[src/rtl/otp_key_pkg.sv]
package otp_key_pkg;

  // Control word field layout (software visible, decoded by the sequencer).
  localparam int unsigned IDX_LSB   = 16;
  localparam int unsigned IDX_W     = 9;
  localparam int unsigned CODE_LSB  = 8;
  localparam int unsigned CODE_W    = 8;
  localparam int unsigned START_POS = 1;

  typedef struct packed {
    logic [IDX_W-1:0]  idx;
    logic [CODE_W-1:0] code;
    logic              start;
  } ctrl_t;

  function automatic logic [31:0] ctrl_to_word(input ctrl_t c);
    logic [31:0] w;
    w = '0;
    w[IDX_LSB +: IDX_W]   = c.idx;
    w[CODE_LSB +: CODE_W] = c.code;
    w[START_POS]          = c.start;
    return w;
  endfunction

  // Fuse array content: golden-ratio hash of the word index mixed with a seed.
  function automatic logic [31:0] fuse_pattern(input logic [IDX_W-1:0] i,
                                               input logic [31:0] seed);
    logic [31:0] prod;
    prod = 32'(i) * 32'h9E37_79B1;
    return prod ^ seed;
  endfunction

endpackage

[src/rtl/otp_fuse_rom.sv]
module otp_fuse_rom
  import otp_key_pkg::*;
#(
  parameter int unsigned DEPTH  = 64,
  parameter int unsigned LAT    = 8,
  parameter logic [31:0] SEED   = 32'h5EC0_1D00
) (
  input  logic             clk,
  input  logic             rst_n,
  input  logic [IDX_W-1:0] win_idx,
  output logic [31:0]      win_data,
  input  logic             rd_req,
  input  logic [IDX_W-1:0] rd_idx,
  output logic             rd_valid,
  output logic [31:0]      rd_data
);

  function automatic logic [31:0] word_at(input logic [IDX_W-1:0] i);
    if (32'(i) < DEPTH) return fuse_pattern(i, SEED);
    return '0;
  endfunction

  // Latched sense values for the direct window.
  assign win_data = word_at(win_idx);

  // Sense pipeline for the command port.
  logic [LAT-1:0] vld_in;
  logic [LAT-1:0] vld_q;
  logic [31:0]    dat_in [LAT];
  logic [31:0]    dat_q  [LAT];

  genvar s;
  generate
    for (s = 0; s < LAT; s++) begin : g_stage
      if (s == 0) begin : g_head
        assign vld_in[s] = rd_req;
        assign dat_in[s] = word_at(rd_idx);
      end else begin : g_body
        assign vld_in[s] = vld_q[s-1];
        assign dat_in[s] = dat_q[s-1];
      end

      always_ff @(posedge clk or negedge rst_n) begin
        if (!rst_n) vld_q[s] <= 1'b0;
        else        vld_q[s] <= vld_in[s];
      end

      always_ff @(posedge clk) begin
        if (vld_in[s]) dat_q[s] <= dat_in[s];
      end
    end
  endgenerate

  assign rd_valid = vld_q[LAT-1];
  assign rd_data  = dat_q[LAT-1];

endmodule

[src/rtl/otp_cmd_seq.sv]
module otp_cmd_seq
  import otp_key_pkg::*;
#(
  parameter logic [CODE_W-1:0] UNLOCK = 8'hAC
) (
  input  logic             clk,
  input  logic             rst_n,
  input  logic             ctrl_we,
  input  logic [31:0]      wdata,
  input  logic             rd_valid,
  input  logic [31:0]      rd_data,
  output ctrl_t            ctrl,
  output logic [31:0]      result,
  output logic             rd_req,
  output logic [IDX_W-1:0] rd_idx
);

  ctrl_t       ctrl_q, ctrl_d;
  logic        ctrl_en;
  logic [31:0] res_q, res_d;
  logic        res_en;
  logic        req_q, req_d;
  logic        accept, clear, done;

  logic unused_wdata;
  assign unused_wdata = ^{wdata[31:IDX_LSB+IDX_W], wdata[CODE_LSB-1:START_POS+1], wdata[0]};

  always_comb begin
    done    = ctrl_q.start && rd_valid;
    accept  = ctrl_we && !ctrl_q.start && wdata[START_POS]
              && (wdata[CODE_LSB +: CODE_W] == UNLOCK);
    clear   = ctrl_we && !ctrl_q.start && !wdata[START_POS];

    ctrl_d  = ctrl_q;
    ctrl_en = 1'b0;
    res_d   = res_q;
    res_en  = 1'b0;
    req_d   = 1'b0;

    if (done) begin
      ctrl_d.start = 1'b0;
      ctrl_en      = 1'b1;
      res_d        = rd_data;
      res_en       = 1'b1;
    end else if (accept) begin
      ctrl_d.idx   = wdata[IDX_LSB +: IDX_W];
      ctrl_d.code  = UNLOCK;
      ctrl_d.start = 1'b1;
      ctrl_en      = 1'b1;
      req_d        = 1'b1;
    end else if (clear) begin
      ctrl_d  = '0;
      ctrl_en = 1'b1;
    end
  end

  always_ff @(posedge clk or negedge rst_n) begin
    if (!rst_n) begin
      ctrl_q <= '0;
      res_q  <= '0;
      req_q  <= 1'b0;
    end else begin
      if (ctrl_en) ctrl_q <= ctrl_d;
      if (res_en)  res_q  <= res_d;
      req_q <= req_d;
    end
  end

  assign ctrl   = ctrl_q;
  assign result = res_q;
  assign rd_req = req_q;
  assign rd_idx = ctrl_q.idx;

endmodule

[src/rtl/otp_bus_regs.sv]
module otp_bus_regs
  import otp_key_pkg::*;
#(
  parameter int unsigned          ADDR_W    = 12,
  parameter logic [ADDR_W-1:0]    CTRL_ADDR = 12'h040,
  parameter logic [ADDR_W-1:0]    RES_ADDR  = 12'h060,
  parameter logic [ADDR_W-1:0]    WIN_BASE  = 12'h200,
  parameter int unsigned          WIN_BYTES = 256
) (
  input  logic [ADDR_W-1:0] addr,
  input  logic              we,
  input  ctrl_t             ctrl,
  input  logic [31:0]       result,
  input  logic [31:0]       win_data,
  output logic              ctrl_we,
  output logic [IDX_W-1:0]  win_idx,
  output logic [31:0]       rdata
);

  localparam int unsigned WA = ADDR_W - 2;

  logic [WA-1:0]     waddr;
  logic [ADDR_W-1:0] woff;
  logic              hit_ctrl, hit_res, hit_win;

  assign waddr = addr[ADDR_W-1:2];
  assign woff  = addr - WIN_BASE;

  logic unused_bits;
  assign unused_bits = ^{addr[1:0], woff[ADDR_W-1:IDX_W+2], woff[1:0]};

  always_comb begin
    hit_ctrl = (waddr == CTRL_ADDR[ADDR_W-1:2]);
    hit_res  = (waddr == RES_ADDR[ADDR_W-1:2]);
    hit_win  = (32'(waddr) >= 32'(WIN_BASE[ADDR_W-1:2]))
               && (32'(waddr) < 32'(WIN_BASE[ADDR_W-1:2]) + WIN_BYTES / 4);
    win_idx  = woff[IDX_W+1:2];
    ctrl_we  = we && hit_ctrl;

    if (hit_ctrl)     rdata = ctrl_to_word(ctrl);
    else if (hit_res) rdata = result;
    else if (hit_win) rdata = win_data;
    else              rdata = '0;
  end

endmodule

[src/rtl/otp_key_ctrl.sv]
module otp_key_ctrl
  import otp_key_pkg::*;
#(
  parameter int unsigned       ADDR_W    = 12,
  parameter logic [11:0]       CTRL_ADDR = 12'h040,
  parameter logic [11:0]       RES_ADDR  = 12'h060,
  parameter logic [11:0]       WIN_BASE  = 12'h200,
  parameter int unsigned       WIN_BYTES = 256,
  parameter int unsigned       RD_LAT    = 8,
  parameter logic [7:0]        UNLOCK    = 8'hAC,
  parameter logic [31:0]       SEED      = 32'h5EC0_1D00
) (
  input  logic              clk,
  input  logic              rst_n,
  input  logic [ADDR_W-1:0] bus_addr,
  input  logic              bus_we,
  input  logic [31:0]       bus_wdata,
  output logic [31:0]       bus_rdata
);

  localparam int unsigned DEPTH = WIN_BYTES / 4;

  // Reset: asserted asynchronously, released on the second edge.
  logic [1:0] rs_q;
  logic       rst_sn;

  always_ff @(posedge clk or negedge rst_n) begin
    if (!rst_n) rs_q <= 2'b00;
    else        rs_q <= {rs_q[0], 1'b1};
  end
  assign rst_sn = rs_q[1];

  ctrl_t            seq_ctrl;
  logic [31:0]      result;
  logic             rd_req, rd_valid, ctrl_we;
  logic [IDX_W-1:0] rd_idx, win_idx;
  logic [31:0]      rd_data, win_data;

  otp_bus_regs #(
    .ADDR_W(ADDR_W), .CTRL_ADDR(CTRL_ADDR[ADDR_W-1:0]), .RES_ADDR(RES_ADDR[ADDR_W-1:0]),
    .WIN_BASE(WIN_BASE[ADDR_W-1:0]), .WIN_BYTES(WIN_BYTES)
  ) i_regs (
    .addr(bus_addr), .we(bus_we), .ctrl(seq_ctrl), .result(result),
    .win_data(win_data), .ctrl_we(ctrl_we), .win_idx(win_idx), .rdata(bus_rdata)
  );

  otp_cmd_seq #(.UNLOCK(UNLOCK)) i_seq (
    .clk(clk), .rst_n(rst_sn), .ctrl_we(ctrl_we), .wdata(bus_wdata),
    .rd_valid(rd_valid), .rd_data(rd_data), .ctrl(seq_ctrl), .result(result),
    .rd_req(rd_req), .rd_idx(rd_idx)
  );

  otp_fuse_rom #(.DEPTH(DEPTH), .LAT(RD_LAT), .SEED(SEED)) i_rom (
    .clk(clk), .rst_n(rst_sn), .win_idx(win_idx), .win_data(win_data),
    .rd_req(rd_req), .rd_idx(rd_idx), .rd_valid(rd_valid), .rd_data(rd_data)
  );

endmodule

[config.mk]
export PLATFORM = sky130hd
export DESIGN_NAME = otp_key_ctrl
export DESIGN_NICKNAME = d
export VERILOG_FILES = /design/src/rtl/otp_key_pkg.sv /design/src/rtl/otp_fuse_rom.sv /design/src/rtl/otp_cmd_seq.sv /design/src/rtl/otp_bus_regs.sv /design/src/rtl/otp_key_ctrl.sv
export SDC_FILE = /design/constraint.sdc
export NUM_CORES = 1
export LEC_CHECK = 0
export ABC_AREA = 1
export BUFFER_PORTS_ARGS = -buffer_cell sky130_fd_sc_hd__buf_4
export CAP_MARGIN = 0
export CORE_MARGIN = 1.5
export CORE_UTILIZATION = 40
export CTS_CLUSTER_SIZE = 24
export DETAILED_ROUTE_END_ITERATION = 8
export HOLD_SLACK_MARGIN = 0.06
export PLACE_DENSITY = 0.56
export SLEW_MARGIN = 10
export SYNTH_ARGS = -nofsm -noshare
export SYNTH_HDL_FRONTEND = slang
export SYNTH_SLANG_ARGS = --single-unit
[constraint.sdc]
create_clock -name clk -period 12.9 [get_ports clk]
set_input_delay 2.58 -clock clk [delete_from_list [all_inputs] [get_ports clk]]
set_output_delay 2.58 -clock clk [all_outputs]
set_load 0.03 [all_outputs]
Yosys cells after proc, flatten, opt, wreduce, memory -nomap -nowiden:

Memory sizes are Yosys's and may differ from the RTL's. A register that Yosys moved wholly into a read port is not among the register bits.
Cells that the tools add are included.

* RAM bits: 256
* register bits after elaboration: 29
* output and inout port bits: 32
* logic and storage cells: 76
* input port bits: 47
* memories kept: 1

Memories
* i_rom.dat_q: words 8, bits a word 32, read ports 8, clocked after Yosys merged registers in 1, wr ports 8, line otp_fuse_rom.sv:30 `logic [31:0] dat_q [LAT];`

* bitwise gates (word level): 3
* mux-type cells: 34
* $add $sub $neg: 1
* eq/ne operators: 3
* multipliers: 2
* order comparisons: 4
* reductions and logical operators: 15

Operators with widths (count)
* 32-bit two-way mux: 7
* 9-bit by 32-bit multiplier with 32-bit output (second input constant): 2
* 18-bit two-way mux: 2
* 1-bit two-way mux: 25
* 11-bit NOT: 2
* 10-bit by 5-bit == test with 1-bit output (second input constant): 2
* 9-bit by 7-bit less-than comparator with 1-bit output (second input constant): 2
* 11-bit by 10-bit subtractor with 11-bit output (second input constant): 1
* 10-bit by 8-bit greater-or-equal comparator with 1-bit output (second input constant): 1
* 10-bit by 8-bit less-than comparator with 1-bit output (second input constant): 1
* 8-bit == test (second input constant): 1
* 1-bit logical AND: 7
* 2-bit AND reduction: 2
* 1-bit zero test: 3
* 3-bit AND reduction: 1
* 3-bit nonzero test: 1
* 2-bit nonzero test: 1
* 1-bit NOT: 1

Longest topological paths before layout:

* word-level depth: 8
* depth in mapped cells: 23
* gate-level depth less buffers: 23

Hierarchy:

From an unflattened synthesis, not the netlist that was laid out.

* cells, all modules: 1874
* area, all modules: 19453.7 sq um

Modules (own cells, without submodules)
* otp_fuse_rom: area an instance 16722.3 sq um, seq. area each 7887.6 sq um, cells an instance 1578, instances 1
* otp_cmd_seq: area an instance 1934.4 sq um, seq. area each 1101.1 sq um, cells an instance 144, instances 1
* otp_bus_regs: area an instance 743.2 sq um, seq. area each 0.0 sq um, cells an instance 149, instances 1
* otp_key_ctrl: area an instance 53.8 sq um, seq. area each 50.0 sq um, cells an instance 3, instances 1

Least setup slack after synthesis:

No wires, ideal clock.

* path type: input port to output port
* from: input bus_addr[9]
* to: output bus_rdata[26]
* buffers on the path: 0
* stages on the path: 20
* data arrival time: 6.984 ns
* slack: 3.336 ns
* required time: 10.320 ns
* path through: inv_1 > ha_1 > xnor2_1 > xor2_1 > inv_1 > fa_1 > fa_1 > inv_1 > fa_1 > inv_1 > ha_1 > nand2_1 > inv_1 > a21oi_1 > nor2_1 > nor2_1 > nand3_1 > nand2_1 > nand3_1 > a21oi_1

* cells in the longest elaborated chain, start to end: 8
* elaborated cells between the ends (all ways): 15
* classes of those cells: add/sub: 1; mul: 1; order compare: 3; eq/ne: 2; mux: 6; bitwise: 1; reduce/logical: 1

Ends and longest elaborated chain
* start, declared: line otp_key_ctrl.sv:15 `input logic [ADDR_W-1:0] bus_addr,`
* 11-bit by 10-bit subtractor with 11-bit output: line otp_bus_regs.sv:27 `assign woff = addr - WIN_BASE;`
* 9-bit by 32-bit multiplier with 32-bit output: line otp_key_pkg.sv:29 `prod = 32'(i) * 32'h9E37_79B1;`
* 11-bit NOT (no source line)
* 32-bit two-way mux: line otp_fuse_rom.sv:19 `if (32'(i) < DEPTH) return fuse_pattern(i, SEED);`
* 32-bit two-way mux: line otp_fuse_rom.sv:20 `return '0;`
* 32-bit two-way mux: line otp_bus_regs.sv:42 `else if (hit_win) rdata = win_data;`
* 32-bit two-way mux: line otp_bus_regs.sv:41 `else if (hit_res) rdata = result;`
* 32-bit two-way mux *: line otp_bus_regs.sv:40 `if (hit_ctrl) rdata = ctrl_to_word(ctrl);`
* end, declared: line otp_key_ctrl.sv:18 `output logic [31:0] bus_rdata`

Every way passes the cells marked *; elsewhere a longest branch is shown, timed or not. The select of a mux whose other input is x is not followed.

Worst setup path after layout:

Ends and elaborated chain as after synthesis.

==> results.py <==
metrics = {
    "min_path": {
        "hold-path-cell-count": 0,
        "hp-class": "flop to flop",
        "holdPathEnd": "rs_q[1]$_DFF_PN0_",
        "hold_start": "rs_q[0]$_DFF_PN0_",
    },
    "final_layout": {
        "nFillCells": 4277,
        "drive_above_1_share": 0.1009,
        "nNetsFinal": 2124,
        "multiInputGateArea_um2": 8069,
        "final_area_um2": 20910,
        "n_antenna_cell": 0,
        "fin_util": 0.4577,
        "ff_latch_area_um2": 9041,
        "syn_to_final_growth_pct": 12.10,
    },
    "yosys": {
        "synth_cell_type_count": 46,
        "synth_top_cell_area_share": 0.4122,
        "synth_top_cell_by_area": "edfxtp_1",
        "syn_nets": 2032,
        "async_reset_ff_frac": 0.1742,
        "yosysMostFrequentCell": "inv_1",
        "syn-cell-area_um2": 18650,
        "synth_seq_cells": 310,
        "synth_edf_count": 256,
        "synthFlopType": "edfxtp_1",
        "yosys_warnings": 0,
        "synthTopCellsByCount": "380 x inv_1, 309 x nand2_1, 256 x edfxtp_1",
        "syn_inst": 1707,
        "avgSynthCellArea_um2": 10.92,
        "synthTopCellsByArea": "edfxtp_1 41%, fa_1 15%, ha_1 9.3%, inv_1 7.6%, dfrtp_1 7.2%",
        "ys_seq_area_frac": 0.4847,
    },
    "grt": {
        "grt_max_degree": 53,
        "grt_pass1_vias": 12280,
        "track_usage": 0.1926,
        "grt_antenna_before_repair": 1,
        "overflow": 0,
        "grt_pass1_wl_um": 69700,
    },
    "sta": {
        "tightest_slew_ns": 0.8638,
        "relSlewSlack": 0.4241,
        "fin_skew_ns": 0.02377,
        "fin_crit_ns": 10.44,
        "hold_viol": 0,
        "slew_violations": 0,
        "max_freq_mhz": 95.76,
        "rsz0062_at_grt": "no",
        "setup_tns_ns": 0,
        "period_share": 0.8095,
        "finalSetupViolCount": 0,
    },
    "setup_path": {
        "arrival_ns": 7.86,
        "critPathMaxFanout": 9,
        "cp_slowest_stage_delay_ns": 0.57,
        "r2r_slack_ns": 8.11,
        "crit_required_ns": 10.32,
        "cp_cell_sequence": "buf_4 > inv_1 > ha_1 > xnor2_1 > xor2_1 > inv_1 > fa_1 > fa_1 > inv_1 > fa_1 > inv_1 > ha_1 > nand2_1 > inv_1 > a21oi_1 > nor2_1 > nor2_1 > nand3_1 > nand2_1 > nand3_1 > a21oi_1 > buf_4",
        "reg2regPathDepth": 16,
        "worstSetupPathType": "input port to primary output",
        "startpoint_type": "input port",
        "critPathCaptureType": "primary output",
        "cp_slowest_cell": "xnor2_1",
        "reg2reg_to": "i_rom.dat_q[0][23]$_SDFFCE_PP0P_",
        "crit_top_cell": "inv_1",
        "r2r_start": "i_seq.rd_idx[0]$_DFFE_PN0P_",
    },
    "drt": {
        "detail_route.wirelength_um": 43920,
        "drt_iter0_drc": 729,
        "vias": 11650,
        "via_per_inst": 4.808,
        "drc": 0,
        "post_drt_wl_per_cell_um": 18.13,
        "ant_nets": 0,
        "dr.pass1.iters": 6,
    },
    "floorplanning": {
        "die_h_um": 218.9,
        "coreArea_um2": 45670,
        "rows": 78,
        "io_pins": 79,
        "die_w_um": 218.9,
        "initial_utilization": 0.4083,
        "dieArea_um2": 47920,
    },
    "pwr": {
        "power_density_nw_per_um2": 151.7,
        "ir_drop_mv": 0.1116,
        "leakagePower_nw": 9.625,
    },
    "clock_network": {
        "clk_latency_ns": 0.56,
        "clk_pin_slew_ns": 0.06,
        "ctsRootBufferMaster": "clkbuf_16",
        "clock-sinks": 310,
        "cts_resized": 0,
        "post-cts-setup-buffers": 0,
        "numCtsBuffers": 30,
        "clockBufferDepth": 3,
        "htreeDepth": 1,
        "postCtsHoldBufs": 0,
        "cts_tree": "built",
    },
    "placement": {
        "io_buffers": 62,
        "dp_hpwl_um": 35400,
        "gp_congestion": 0.9344,
        "dpl_cell_area_um2": 19860,
    },
    "run": {
        "cap_violations": 0,
    },
    "run_status": {
        "status": "completed",
    },
}
-- metrics by stage --
step                setup slack [ns]  power, W  hold WS [ns]  instances
floorplan                      3.336  0.001954        0.3312       1707
global route                   1.981  0.003418        0.3685       2423
CTS                            2.519  0.003206        0.3534       2423
finish                         2.457  0.003172        0.3493       2423
global placement               2.523  0.002297        0.3383       2367
detailed placement             2.555  0.002293        0.3394       2367
-- worst max path at each step --
stage / from / to
global route: bus_addr[9] / bus_rdata[25]
global placement: bus_addr[9] / bus_rdata[26]
detailed placement: bus_addr[9] / bus_rdata[26]
CTS: bus_addr[9] / bus_rdata[26]
finish: bus_addr[9] / bus_rdata[26]
floorplan: bus_addr[9] / bus_rdata[26]
-- critical path: cells and delay by family --
kind	cells	cell delay (ns)
fa+ha+maj	5	2.25
compound gates	2	0.63
buf+inv	7	0.88
xor+xnor	2	0.89
simple gates	6	0.63
-- per-layer routing --
metal | global-route usage | wire [um] | vias up
li1 | - | - | 5662
met1 | 0.2480 | 19180 | 5719
met2 | 0.3522 | 22550 | 222
met3 | 0.01885 | 1467 | 46
met4 | 0.03676 | 719 | 0
met5 | 0 | 0 | -
-- cell usage in the layout (no fill, tap or decap), types with 12 or more instances in the layout --
| master | instances |
|---|---|
| nand4_1 | 15 |
| ha_1 | 139 |
| mux2_2 | 32 |
| buf_4 | 73 |
| nand2_1 | 309 |
| o21ai_0 | 41 |
| clkbuf_16 | 30 |
| inv_1 | 380 |
| fa_1 | 139 |
| nor3_1 | 12 |
| edfxtp_1 | 256 |
| a21oi_1 | 89 |
| nand3_1 | 51 |
| dfrtp_1 | 52 |
| nor2_1 | 99 |
-- layout make-up --
class                   instances  area share
flip-flops and latches        310      0.4325
multi-input cells             999      0.3860
inverters                     385     0.06955
clock buffers                  40     0.04058
well taps                     600     0.03591
repair buffers                 73     0.02622
clock inverters                16    0.009277
-- where the power goes --
part | total (W) | switching (W) | internal [W]
clock | 0.000895 | 0.000353 | 0.000542
combinational | 0.00121 | 0.000800 | 0.000407
sequential | 0.00107 | 0.0000000965 | 0.00107
total | 0.00317 | 0.00115 | 0.00202
-- cell families (layout without fill, tap and decap cells) --
family | after synthesis | in the layout | synth area share
compound gates | 161 | 161 | 0.04784
xor+xnor | 17 | 17 | 0.007985
fa+ha+maj | 278 | 278 | 0.2425
buf+inv | 398 | 514 | 0.08259
flops | 310 | 310 | 0.4847
mux | 32 | 32 | 0.01932
other cells | 1 | 1 | 0.0002011
simple gates | 510 | 510 | 0.1149
-- flip-flops by register name (all words and copies together) (netlist names) --
signal	cells
i_seq.result	32
i_rom.rd_valid	1
i_rom.dat_q	256
i_seq.rd_req	1
i_seq.rd_idx	9
rs_q	2
i_rom.vld_in	7
i_seq.ctrl	2
No activity file was read; power rests on OpenSTA's default activity.
